## config.mk

```make
export PLATFORM = sky130hd
export DESIGN_NAME = tmr_chan_counter
export DESIGN_NICKNAME = d
export VERILOG_FILES = /design/src/rtl/tmr_chan_pkg.sv /design/src/rtl/tmr_chan_mode_dec.sv /design/src/rtl/tmr_chan_stepper.sv /design/src/rtl/tmr_chan_counter.sv
export SDC_FILE = /design/constraint.sdc
export NUM_CORES = 1
export LEC_CHECK = 0
export ABC_AREA = 1
export BUFFER_PORTS_ARGS = -buffer_cell sky130_fd_sc_hd__buf_4
export CAP_MARGIN = 20
export CORE_ASPECT_RATIO = 2
export CORE_MARGIN = 5
export CORE_UTILIZATION = 51
export CTS_CLUSTER_SIZE = 12
export DETAILED_ROUTE_END_ITERATION = 10
export PLACE_DENSITY = 0.78
export SLEW_MARGIN = 40
export SYNTH_ARGS = -nofsm -noshare
export SYNTH_HDL_FRONTEND = slang
export SYNTH_SLANG_ARGS = --single-unit
```

## constraint.sdc

```tcl
create_clock -name clk_i -period 1.56 [get_ports clk_i]
set_input_delay 0.156 -clock clk_i [delete_from_list [all_inputs] [get_ports clk_i]]
set_output_delay 0.156 -clock clk_i [all_outputs]
set_load 0.02 [all_outputs]
```

## src/rtl/tmr_chan_pkg.sv

```systemverilog
package tmr_chan_pkg;

    localparam int unsigned MODE_W = 3;

    typedef enum logic [MODE_W-1:0] {
        MODE_INTERVAL     = 3'd0,
        MODE_CAPTURE      = 3'd1,
        MODE_EVENT        = 3'd2,
        MODE_ONECOUNT     = 3'd3,
        MODE_CAP_ONECOUNT = 3'd4
    } tmr_mode_e;

    typedef struct packed {
        logic up;         // count direction is upward
        logic one_count;  // stops after one count and waits for a trigger
        logic capture;    // capture clears the count (capture mode only)
    } mode_attr_t;

    function automatic mode_attr_t decode_mode(input logic [MODE_W-1:0] m);
        mode_attr_t a;
        a = '0;
        case (m)
            MODE_CAPTURE:      begin a.up = 1'b1; a.capture = 1'b1; end
            MODE_ONECOUNT:     begin a.one_count = 1'b1; end
            MODE_CAP_ONECOUNT: begin a.up = 1'b1; a.one_count = 1'b1; end
            default:           a = '0;   // interval, event and reserved codes
        endcase
        return a;
    endfunction

endpackage

```

## src/rtl/tmr_chan_mode_dec.sv

```systemverilog
module tmr_chan_mode_dec
    import tmr_chan_pkg::*;
(
    input  logic [MODE_W-1:0] mode_i,
    output mode_attr_t        attr_o
);
    always_comb begin
        attr_o = decode_mode(mode_i);
    end
endmodule

```

## src/rtl/tmr_chan_stepper.sv

```systemverilog
module tmr_chan_stepper #(
    parameter int unsigned WIDTH = 16
) (
    input  logic [WIDTH-1:0] cnt_i,
    output logic [WIDTH-1:0] inc_o,
    output logic [WIDTH-1:0] dec_o,
    output logic             is_zero_o,
    output logic             is_max_o
);
    localparam logic [WIDTH-1:0] ONE = WIDTH'(1);

    always_comb begin
        inc_o     = cnt_i + ONE;
        dec_o     = cnt_i - ONE;
        is_zero_o = (cnt_i == '0);
        is_max_o  = (cnt_i == '1);
    end
endmodule

```

## src/rtl/tmr_chan_counter.sv

```systemverilog
module tmr_chan_counter
    import tmr_chan_pkg::*;
#(
    parameter int unsigned WIDTH = 16
) (
    input  logic              clk_i,
    input  logic              rst_ni,
    input  logic              unit_en_i,
    input  logic              cnt_en_i,
    input  logic              trig_i,
    input  logic              cap_i,
    input  logic              start_i,
    input  logic              stop_i,
    input  logic [MODE_W-1:0] mode_i,
    input  logic [WIDTH-1:0]  reload_i,
    output logic [WIDTH-1:0]  count_o,
    output logic [WIDTH-1:0]  capture_o,
    output logic              done_o,
    output logic              ovf_o
);
    localparam logic [WIDTH-1:0] ALL_ONES = '1;
    localparam logic [WIDTH-1:0] ALL_ZERO = '0;

    typedef struct packed {
        logic [WIDTH-1:0]  cnt;
        logic [WIDTH-1:0]  cap;
        logic [MODE_W-1:0] mode;
        logic              run;
        logic              waiting;
        logic              done;
        logic              ovf;
    } state_t;

    localparam state_t RESET_STATE = '{
        cnt:     ALL_ONES,
        cap:     ALL_ZERO,
        mode:    MODE_INTERVAL,
        run:     1'b0,
        waiting: 1'b1,
        done:    1'b0,
        ovf:     1'b0
    };

    state_t st_d, st_q;

    mode_attr_t       attr;
    logic [WIDTH-1:0] cnt_inc, cnt_dec;
    logic             cnt_zero, cnt_max;
    logic             mode_chg, counting;

    tmr_chan_mode_dec u_dec (
        .mode_i (mode_i),
        .attr_o (attr)
    );

    tmr_chan_stepper #(.WIDTH(WIDTH)) u_step (
        .cnt_i     (st_q.cnt),
        .inc_o     (cnt_inc),
        .dec_o     (cnt_dec),
        .is_zero_o (cnt_zero),
        .is_max_o  (cnt_max)
    );

    always_comb begin
        st_d      = st_q;
        st_d.done = 1'b0;
        st_d.mode = mode_i;
        mode_chg  = (mode_i != st_q.mode);
        counting  = st_q.run && !stop_i;

        if (!unit_en_i) begin
            st_d.cnt     = ALL_ONES;
            st_d.run     = 1'b0;
            st_d.waiting = 1'b1;
            st_d.ovf     = 1'b0;
        end else if (mode_chg) begin
            st_d.cnt     = attr.up ? ALL_ZERO : ALL_ONES;
            st_d.run     = 1'b0;
            st_d.waiting = 1'b1;
        end else begin
            if (stop_i) begin
                st_d.run = 1'b0;
            end else if (start_i) begin
                st_d.run = 1'b1;
            end

            if (counting) begin
                if (attr.up && attr.one_count) begin
                    // capture with one count
                    if (st_q.waiting) begin
                        if (trig_i) begin
                            st_d.cnt     = ALL_ZERO;
                            st_d.waiting = 1'b0;
                        end
                    end else if (cap_i) begin
                        st_d.cap     = st_q.cnt;
                        st_d.cnt     = cnt_inc;
                        st_d.waiting = 1'b1;
                        st_d.ovf     = 1'b0;
                    end else if (cnt_en_i) begin
                        st_d.cnt = cnt_inc;
                        if (cnt_max) st_d.ovf = 1'b1;
                    end
                end else if (attr.up) begin
                    // free capture
                    if (cap_i) begin
                        st_d.cap = st_q.cnt;
                        st_d.cnt = ALL_ZERO;
                        st_d.ovf = 1'b0;
                    end else if (trig_i) begin
                        st_d.cnt = ALL_ZERO;
                    end else if (cnt_en_i) begin
                        st_d.cnt = cnt_inc;
                        if (cnt_max) st_d.ovf = 1'b1;
                    end
                end else begin
                    // down-counting modes
                    if (trig_i) begin
                        st_d.cnt     = reload_i;
                        st_d.waiting = 1'b0;
                    end else if (cnt_en_i && !(attr.one_count && st_q.waiting)) begin
                        if (cnt_zero) begin
                            st_d.done = 1'b1;
                            if (attr.one_count) begin
                                st_d.waiting = 1'b1;
                            end else begin
                                st_d.cnt = reload_i;
                            end
                        end else begin
                            st_d.cnt = cnt_dec;
                        end
                    end
                end
            end
        end
    end

    always_ff @(posedge clk_i or negedge rst_ni) begin
        if (!rst_ni) begin
            st_q <= RESET_STATE;
        end else begin
            st_q <= st_d;
        end
    end

    assign count_o   = st_q.cnt;
    assign capture_o = st_q.cap;
    assign done_o    = st_q.done;
    assign ovf_o     = st_q.ovf;

endmodule

```

==> results.md <==
* Worst EP required at approximately 1.8 ns
* Congestion Overflow GR at 0
* Most frequent cells in the layout: buf_4, nand2_1, nor2_1, nand3_1, inv_1
* Num CTS Buffers at 5
* Die H at 125 µm
* Largest net degree at the start of global routing at 40
* Final Max Tran Viols at 0
* NetSw at 1.28 mW
* RSZ-0062 raised after global routing: true
* FMAX at roughly 540 MHz
* Post-route ant nets at 0
* Filler-free cell count of the finished design at 727
* Final hold violation count at 0
* Final Util at 0.753
* PD cells at 753 nW/µm²
* Crit-path cells: inv_4, ha_4, nand2_4, nor2_4, nand3_2, nand2_1, nand2_1, nand2_2, nand2_4, buf_8, nor2_1, nor2_1
* Net Sw Frac at 0.342
* Count of cell types in the netlist at 34
* #FFs+latches synth at 39
* Worst slew margin at 0.653
* Initial cell density of the core at 0.514
* First-pass GRT wire length at 19.2 mm
* Period utilization at 1.18
* Share of layout cells above drive strength 1 at 0.455
* Worst Tran Pin Value at 0.521 ns
* GP Congestion at 1.04
* Endpoints failing setup at 27
* Clk Tree Root Cell: clkbuf_16
* Max Cap Violations at 0
* Inst Count DP at roughly 700
* Vias/cell at 5.73
* Comb pwr share at 0.360
* Clk pin slew, worst setup/hold paths at 0.06 ns
* Detailed Route Iter0 Violations at 431
* Critical Path AT at ~2 ns
* Post-Synthesis Cells at approximately 530
* Final WL at 13.0 mm
* Number of H-tree levels at 2
* CP peak stage delay at 0.58 ns
* Average instance area after synthesis at between 6 and 7 µm²
* Tightest Hold Check Type: input port to flop
* CP Max Fanout at 7
* Leakage power figure at roughly 2.5 nW
* Peak VDD IR at 0.517 mV
* Synth Cell Area at roughly 3400 µm²
* Top post-synthesis cells by area: nand2_1, dfrtp_1, dfstp_2, nor2_1, buf_4
* Die area at roughly 8500 µm²
* Status: complete, but fails checks
* Ys async rst share at 1.00
* Total core area at 6570 µm²
* Delay-heaviest family, CP: simple AND/OR/NAND/NOR gates
* Final min period at 1.84 ns
* Bufs and invs on worst path at 2
* Seq pwr share at 0.313
* First-pass DRT Iterations at 6
* Area Overhead vs Synth at 46.4%
* Synthesis Warnings at 0
* Crit path kind: flop to flop
* CP max-delay cell: dfstp_2
* Average wire per standard cell at between 15 and 20 µm
* Top FF cell, synth: dfrtp_1
* GRT Util Overall at 0.298
* Post-Synthesis Net Count at around 560
* Startpoint types: flop
* Clock power share at 0.326
* CTS max path bufs at 2
* # nets final at around 670
* Critical Path Sink Type: flop
* Post-synthesis sequential area ratio at 0.295
* Number of synthesized flops with an enable pin at 0
* Failing checks: negative setup slack
* Initial antenna violation count at 0
* Skew-Pair Late Insertion Delay at 0.29 ns
* Ports at 61
* Diodes inserted at 0
* Final Skew at 0.00496 ns
* Most common library cell in the layout ignoring fill and taps: buf_4
* Die Wd at 67.6 µm
* Residual DRC count at 0
* Area leader, netlist: nand2_1
* Clock sinks at 39
* Top-area cell type share of the netlist area at 0.165
* Vias at 4,164
* Buffers on Ports at 60
* Setup WS post-layout at -0.277 ns
* Vias in the first global route at 3,943
* CTS tree: yes
* Internal at 2.45 mW
* Post-DP HPWL at 8.63 mm
* Num rows at 42
## worst reg2reg max path: stages (launching register included)
cell and delay, ns:
dfstp_2 0.58, inv_4 0.06, ha_4 0.17, nand2_4 0.06, nor2_4 0.04, nand3_2 0.06
nand2_1 0.05, nand2_1 0.08, nand2_2 0.11, nand2_4 0.18, buf_8 0.17, nor2_1 0.06
nor2_1 0.14
## per-layer routing
layer  track usage  routed length [µm]  vias up
met2         0.511                6670      274
met4         0.222                1310        0
met3        0.0449                 873      122
met1         0.308                4170     1918
met5             0                   0        -
li1              -                   -     1850
## cell families after synthesis
logic type               Yosys count  share of synthesized area
XOR/XNOR                          16                     0.0437
AO/OA/AOI/OAI                     55                     0.0885
flip-flops                        39                      0.295
buffers and inverters            109                      0.172
adder cells (fa/ha/maj)            3                     0.0111
AND/OR/NAND/NOR                  304                      0.390
## worst paths after layout
kind                                         from                    endpoint  slack, ns  cells after the start
min reg2reg                                  flop                        flop       0.49                      2
max                        count_o[0]$_DFFE_PN1P_     count_o[12]$_DFFE_PN1P_      -0.28                     12
max reg2reg                count_o[0]$_DFFE_PN1P_     count_o[12]$_DFFE_PN1P_      -0.28                     12
min in group asynchronous                  rst_ni  asynchronous set/reset pin       0.38                      2
min                                     mode_i[1]           st_q[5]$_DFF_PN0_      0.003                      1
max in group asynchronous                  rst_ni      count_o[9]$_DFFE_PN1P_       0.80                      2
## repair_timing
item,4_1_cts,5_1_grt
gates resized for setup,31,71
setup buffers,9,6
endpoints found under the setup margin,17,35
hold buffers,1,0
pin swaps,13,20
cloned,0,3
hold endpoints to repair,22,0
## cells in the mapped netlist, types with 3 or more instances
cell type,instances
inv_1,40
a21oi_1,17
nand4_1,7
ha_1,3
nor3_1,5
dfstp_2,17
nor2_2,8
buf_4,35
inv_2,15
nand2_2,7
dfrtp_1,22
buf_2,14
nor2_1,71
xor2_1,12
xnor2_1,3
o21ai_1,23
nand2_1,149
buf_6,3
nand3_1,48
o21ai_0,9
## power groups by stage
stage | clock [mW] | sequential, mW | combinational, mW
after floorplan | 0 | 1.15 | 0.700
after global placement | 0 | 1.17 | 1.11
after detailed placement | 0 | 1.17 | 1.14
after CTS | 1.23 | 1.16 | 1.20
after global routing | 1.27 | 1.17 | 1.43
final | 1.22 | 1.17 | 1.34
## metrics by stage
| stage | power [mW] | area, µm² | setup WS (ns) | setup TNS (ns) | hold slack, ns |
|---|---|---|---|---|---|
| floorplan | 1.85 | 3430 | -0.0568 | -0.362 | -0.140 |
| global placement | 2.28 | 4240 | -0.190 | -2.47 | 0.159 |
| detailed placement | 2.31 | 4240 | -0.227 | -3.32 | 0.167 |
| CTS | 3.58 | 4590 | -0.173 | -2.67 | 0.00468 |
| global route | 3.87 | 4950 | -0.328 | -6.35 | 0.00782 |
| finish | 3.73 | 4950 | -0.277 | -3.79 | 0.00264 |
## cell type report
type | instances | area (µm²)
Clock buffer | 6 | 139
Clock inverter | 2 | 35.0
Fill cell | 488 | 1620
Inverter | 56 | 220
Multi-Input combinational cell | 378 | 2140
Sequential cell | 39 | 997
Tap cell | 88 | 110
Timing Repair Buffer | 158 | 1310
Power figures use the tool's default switching activity.
